--- config.mk ---
export PLATFORM = sky130hd
export DESIGN_NAME = oneshot_timer
export DESIGN_NICKNAME = d
export VERILOG_FILES = /design/src/rtl/ost_pkg.sv /design/src/rtl/ost_counter.sv /design/src/rtl/ost_ctrl.sv /design/src/rtl/ost_readport.sv /design/src/rtl/oneshot_timer.sv
export SDC_FILE = /design/constraint.sdc
export NUM_CORES = 1
export LEC_CHECK = 0
export BUFFER_PORTS_ARGS = -buffer_cell sky130_fd_sc_hd__buf_2
export CORE_MARGIN = 4
export CORE_UTILIZATION = 45
export DETAILED_ROUTE_END_ITERATION = 8
export PLACE_DENSITY = 0.65
export SYNTH_ARGS = -nofsm -noshare
export SYNTH_HDL_FRONTEND = slang
export SYNTH_SLANG_ARGS = --single-unit
export TNS_END_PERCENT = 10
--- constraint.sdc ---
create_clock -name clk -period 7.8 [get_ports clk]
set_clock_uncertainty 0.2 [all_clocks]
set_input_delay 2.34 -clock clk [delete_from_list [all_inputs] [get_ports clk]]
set_output_delay 2.34 -clock clk [all_outputs]
set_load 0.05 [all_outputs]
--- src/rtl/ost_pkg.sv ---
`timescale 1ns/1ps
package ost_pkg;
  typedef enum logic [1:0] {ST_IDLE, ST_ARMED, ST_DELAY, ST_OUTPUT} ost_state_e;
  typedef enum logic [1:0] {OP_HOLD, OP_LOAD, OP_LOAD_M1, OP_DEC} cnt_op_e;
endpackage

--- src/rtl/ost_counter.sv ---
`timescale 1ns/1ps
module ost_counter
  import ost_pkg::*;
#(
  parameter int CNT_W = 24
) (
  input  logic             clk,
  input  logic             rst_n,
  input  logic             tick,
  input  cnt_op_e          op,
  input  logic [CNT_W-1:0] reload_val,
  output logic [CNT_W-1:0] cnt,
  output logic             cnt_zero
);
  localparam logic [CNT_W-1:0] ONE = CNT_W'(1);

  always_ff @(posedge clk) begin
    if (!rst_n) begin
      cnt <= '0;
    end else if (tick) begin
      case (op)
        OP_LOAD:    cnt <= reload_val;
        OP_LOAD_M1: cnt <= reload_val - ONE;
        OP_DEC:     cnt <= cnt - ONE;
        default:    cnt <= cnt;
      endcase
    end
  end

  assign cnt_zero = (cnt == '0);


  cnt_hold_chk: assert property (@(posedge clk) disable iff (!rst_n)
    !tick |=> $stable(cnt));
endmodule

--- src/rtl/ost_ctrl.sv ---
`timescale 1ns/1ps
module ost_ctrl
  import ost_pkg::*;
(
  input  logic       clk,
  input  logic       rst_n,
  input  logic       tick,
  input  logic       mode,
  input  logic       ext_start,
  input  logic       wr_en,
  input  logic       wr_data,
  input  logic       cnt_zero,
  input  logic       reload_zero,
  output cnt_op_e    op,
  output logic       out_q,
  output logic       strobe_q
);
  ost_state_e st, st_n;
  logic due, due_n;
  logic flip, fire, last;
  logic stop_wr, start_wr;

  assign stop_wr  = wr_en & ~wr_data;
  assign start_wr = wr_en & wr_data;

  always_comb begin
    st_n  = st;
    due_n = due;
    op    = OP_HOLD;
    flip  = 1'b0;
    fire  = 1'b0;
    last  = 1'b0;
    if (stop_wr) begin
      st_n  = ST_IDLE;
      due_n = 1'b0;
    end else begin
      case (st)
        ST_IDLE: begin
          if (start_wr || ext_start) st_n = ST_ARMED;
        end
        ST_ARMED: begin
          if (tick) begin
            op = OP_LOAD;
            if (mode) begin
              st_n = ST_DELAY;
            end else begin
              st_n = ST_OUTPUT;
              flip = 1'b1;
            end
          end
        end
        ST_DELAY: begin
          if (tick) begin
            op = OP_DEC;
            if (cnt_zero) begin
              flip  = 1'b1;
              fire  = 1'b1;
              st_n  = ST_OUTPUT;
              due_n = 1'b1;
            end
          end
        end
        ST_OUTPUT: begin
          if (tick) begin
            if (due) begin
              due_n = 1'b0;
              if (reload_zero) last = 1'b1;
              else op = OP_LOAD_M1;
            end else begin
              op = OP_DEC;
              if (cnt_zero) last = 1'b1;
            end
            if (last) begin
              flip = 1'b1;
              fire = 1'b1;
              st_n = start_wr ? ST_ARMED : ST_IDLE;
            end
          end
        end
        default: st_n = ST_IDLE;
      endcase
    end
  end

  always_ff @(posedge clk) begin
    if (!rst_n) begin
      st       <= ST_IDLE;
      due      <= 1'b0;
      out_q    <= 1'b0;
      strobe_q <= 1'b0;
    end else begin
      st       <= st_n;
      due      <= due_n;
      out_q    <= out_q ^ flip;
      strobe_q <= fire;
    end
  end


  strobe_toggle_chk: assert property (@(posedge clk) disable iff (!rst_n)
    strobe_q |-> (out_q != $past(out_q)));

  stop_wins_chk: assert property (@(posedge clk) disable iff (!rst_n)
    (wr_en && !wr_data) |=> (st == ST_IDLE));

  stop_over_ext_chk: assert property (@(posedge clk) disable iff (!rst_n)
    (st == ST_OUTPUT && fire && ext_start && !wr_en) |=> (st == ST_IDLE));
endmodule

--- src/rtl/ost_readport.sv ---
`timescale 1ns/1ps
module ost_readport #(
  parameter int CNT_W = 24
) (
  input  logic             clk,
  input  logic             rst_n,
  input  logic [CNT_W-1:0] cnt,
  input  logic             rd_valid,
  output logic             rd_ready,
  output logic             rd_data_valid,
  input  logic             rd_data_ready,
  output logic [CNT_W-1:0] rd_data
);
  assign rd_ready = !rd_data_valid || rd_data_ready;

  always_ff @(posedge clk) begin
    if (!rst_n) begin
      rd_data_valid <= 1'b0;
      rd_data       <= '0;
    end else if (rd_valid && rd_ready) begin
      rd_data_valid <= 1'b1;
      rd_data       <= cnt;
    end else if (rd_data_ready) begin
      rd_data_valid <= 1'b0;
    end
  end


  resp_hold_chk: assert property (@(posedge clk) disable iff (!rst_n)
    (rd_data_valid && !rd_data_ready) |=> (rd_data_valid && $stable(rd_data)));
endmodule

--- src/rtl/oneshot_timer.sv ---
`timescale 1ns/1ps
module oneshot_timer
  import ost_pkg::*;
#(
  parameter int CNT_W = 24
) (
  input  logic             clk,
  input  logic             rst_n,
  input  logic             tick,
  input  logic             mode,
  input  logic [CNT_W-1:0] reload_val,
  input  logic             ext_start,
  input  logic             wr_en,
  input  logic             wr_data,
  input  logic             rd_valid,
  output logic             rd_ready,
  output logic             rd_data_valid,
  input  logic             rd_data_ready,
  output logic [CNT_W-1:0] rd_data,
  output logic             shot_out,
  output logic             shot_req
);
  cnt_op_e          op;
  logic [CNT_W-1:0] cnt;
  logic             cnt_zero;

  ost_ctrl u_ctrl (
    .clk(clk), .rst_n(rst_n), .tick(tick), .mode(mode),
    .ext_start(ext_start), .wr_en(wr_en), .wr_data(wr_data),
    .cnt_zero(cnt_zero), .reload_zero(reload_val == '0),
    .op(op), .out_q(shot_out), .strobe_q(shot_req)
  );

  ost_counter #(.CNT_W(CNT_W)) u_cnt (
    .clk(clk), .rst_n(rst_n), .tick(tick), .op(op),
    .reload_val(reload_val), .cnt(cnt), .cnt_zero(cnt_zero)
  );

  ost_readport #(.CNT_W(CNT_W)) u_rd (
    .clk(clk), .rst_n(rst_n), .cnt(cnt),
    .rd_valid(rd_valid), .rd_ready(rd_ready),
    .rd_data_valid(rd_data_valid), .rd_data_ready(rd_data_ready),
    .rd_data(rd_data)
  );


  underflow_ones_chk: assert property (@(posedge clk) disable iff (!rst_n)
    shot_req |-> (cnt == '1));
endmodule

==> impl_results.md <==
- Run status: complete, no violations
- PD cells: ~180 nW/µm²
- Worst Tran Pin Value: 1.26 ns
- Count of endpoints failing setup in the final report: 0
- Sequential fraction of the synthesis area: 28.8%
- Area share of the largest cell type after synthesis: between 20% and 30%
- Post-Place Setup Slack: 0.789 ns
- Post-synth EDFFs: 0
- Critical path peak fanout: 9
- Longest individual stage delay on the worst path: roughly 0.7 ns
- Number of H-tree levels: 2
- Multiplexer share of the synthesized area: 8.07%
- Area share of fa/ha/maj cells after synthesis: under 10%
- Die Outline Area: 9860 µm²
- Synthesized area per cell: between 7 and 8 µm²
- Async set or reset register ratio after synthesis: 0%
- Power spent charging and discharging nets: 0.300 mW
- Hold-fix buffers, CTS: 0
- Xor/xnor cell area share of the yosys netlist: 3.27%
- Launch point of the worst hold path: u_rd.rd_data[23]
- Detailed-router iteration count before antenna repair: 5
- Synth Instances: between 400 and 500
- Worst flop-to-flop path startpoint: u_ctrl.st[0]
- Achievable clock frequency: ~150 MHz
- Signed area change from the synthesized netlist to the final layout: 10.9%
- Clock Power Share: 20.5%
- CP Launch Type: primary input
- Residual antenna-violating net count after detailed routing: 0
- Syn. warnings: 0
- Distinct cell type count after synthesis: 63
- Share of final-layout standard cells stronger than drive strength 1: 16.5%
- Switching power as a share of total power: around 40%
- Routed vias: 3,913
- Total I/O pin count: 61
- Data required time at the worst endpoint: 7.77 ns
- Clock buffer depth: 2
- First-pass GRT wire length: between 15 and 20 mm
- CTS Sinks: between 50 and 60
- Overflow left after global routing: 0
- Rel. slew slack: 16.0%
- Clock tree from TritonCTS: done
- Post-route worst setup slack: 0.991 ns
- Count of final max-slew check failures: 0
- Post-synth top flop: dfxtp_1
- Final period utilization: 87.3%
- Cell taking the most area after synthesis: dfxtp_1
- Core Util, Final: 50.9%
- Iteration-0 DRC count of the detailed router: 295
- Global router's overall resource usage: 22.0%
- Clock root buffer master: clkbuf_8
- Number of maximum-capacitance constraint violations: 0
- Initial cell density of the core: 45.9%
- Clock-pin slew of the registers on the worst-case setup and hold paths: ~0.10 ns
- Core outline area: slightly above 8000 µm²
- # DRC: 0
- Y dimension of the die: 99.3 µm
- Routed wire length: about 11 mm
- Worst min-delay path category: flip-flop to flip-flop
- Slowest stage cell, crit path: or4_1
- Via density per instance: 6.18
- Accumulated negative setup slack: 0 ns
- TritonCTS buffer count: 5
- Fraction of power consumed by sequential logic: 42.7%
- Hold violation total from the final report: 0
- Critical path startpoint: reload_val[0]
- CTS resizes: 0
- Post-route non-filler standard cell count: 633
- Net count of the mapped netlist: 526
- Number of antenna violations at the first check in global routing: 0
- Proportion of power drawn by combinational gates: a little under two fifths
- Setup repair after global routing missed its margin: no
- Compound-Gate Fraction of Synth Area: approximately 26%
- Setup bufs post-CTS: 0
- Routed wirelength normalized by instance count: 17.4 µm
- Synth Cell Area: 3750 µm²
- Top library cells by usage in the layout, fill and taps aside: nand2_1, buf_2, dfxtp_1
- Chain of cells forming the critical path: buf_2 > or4_1 > nor3_4 > nand4_1 > nand2_1 > mux2i_1 > ha_1 > nor4b_1 > nand3_1 > nor4_1 > nand2_1 > a2111oi_0 > mux2i_1 > a221oi_2
- Number of placed instances, taps included: 626
- Leakage: 1.61 nW
- Row cnt: 33
- Internal Dissipation: 0.457 mW
- Width of the die: 99.3 µm
- Post-detail-place hpwl: 7.84 mm
- Combinational family with the most area after synthesis: simple AND/OR/NAND/NOR gates
- Synth area leaders: dfxtp_1, nand2_1, a21boi_0
- Last weighted congestion value of the routability-driven placer: 0.916
- Number of flip-flops and latches in the synthesized netlist: 54
- Leading cell type in the layout, fill and taps excluded: nand2_1
- Worst IR drop on VDD: between 0.08 and 0.09 mV
- Min Hold Slack: approximately 0.27 ns
- Crit end category: flip-flop
- Min cycle time layout: slightly below 7 ns
- Ant diodes: 0
- PortBufs: 60
- Maximum number of pins on one net before global-route repair: 52
- Data arrival, critical path: between 6 and 7 ns
- Number of global-route vias before repair: 3,707
- Post-Synth Simple-Gate Area: 28.2%
- Clock latency on the worst-skew pair: 0.31 ns
- Worst Setup Path Type: primary input to flip-flop
- Number of nets at the end of the flow: 566
-- metrics by stage --
stage               power [mW]  instance area, µm²
floorplan                0.524                3750
global placement         0.597                4080
detailed placement       0.601                4080
CTS                      0.758                4160
global route             0.802                4160
finish                   0.757                4160
-- layer usage --
metal	GRT usage (%)	up-vias	wire length (µm)	share of wire, %
li1	-	1868	-	-
met1	29.7	1869	5070	46
met2	36.8	164	5150	47
met3	3.16	12	698	6.3
met4	6.20	0	127	1.2
met5	0	-	0	0
-- cells by family after synthesis --
logic type	after synthesis
simple gates	211
compound gates	137
flops	54
buf+inv	38
mux	29
xor+xnor	14
fa+ha+maj	5
-- Yosys cell counts (6+ instances only) --
cell type / instances
buf_2: 6
or3_1: 8
or4_1: 6
a21boi_0: 29
nor4_1: 8
clkbuf_1: 20
nand2_1: 86
inv_1: 8
nor3_1: 14
and3_1: 6
nand3_1: 11
o21ai_0: 22
mux2_2: 10
mux2i_1: 19
a21oi_1: 28
dfxtp_1: 54
nor2_1: 32
xor2_1: 9
and2_1: 6
-- flip-flops by register name (all words and copies together) (netlist names) --
name and count:
u_rd.rd_data 24, u_ctrl.strobe_q 1, u_cnt.cnt 24, u_ctrl.out_q 1, u_ctrl.st 2, u_rd.rd_data_valid 1, u_ctrl.due 1
-- critical path: cells and delay by family --
kind / cells / cell delay, ns
and+or+nand+nor: 8 / 2.87
AOI/OAI and AO/OA: 2 / 0.59
muxes: 2 / 0.56
adders and majority gates: 1 / 0.28
buffers and inverters: 1 / 0.13
-- cell type report --
| class | count | area (µm²) |
|---|---|---|
| Sequential cell | 54 | 1080 |
| Fill cell | 833 | 4020 |
| Tap cell | 105 | 131 |
| Inverter | 8 | 30.0 |
| Multi-Input combinational cell | 396 | 2510 |
| Timing Repair Buffer | 63 | 323 |
| Clock inverter | 1 | 7.51 |
| Clock buffer | 6 | 72.6 |
-- path summary, 6_finish.rpt --
| check | to | slack [ns] | depth (start not counted) |
|---|---|---|---|
| worst min-delay path | u_rd.rd_data[23] | 0.27 | 2 |
| worst max-delay path | u_cnt.cnt[18] | 0.99 | 14 |
| worst min register to register | u_rd.rd_data[23] | 0.27 | 2 |
| worst max register to register | u_cnt.cnt[18] | 2.71 | 15 |
-- power groups by stage --
stage	sequential (mW)	clock [mW]	combinational (mW)
floorplan	0.338	0	0.187
global placement	0.328	0	0.268
detailed placement	0.329	0	0.273
CTS	0.322	0.161	0.275
global route	0.327	0.170	0.305
finish	0.323	0.155	0.279
(Power assumes the default switching activity.)
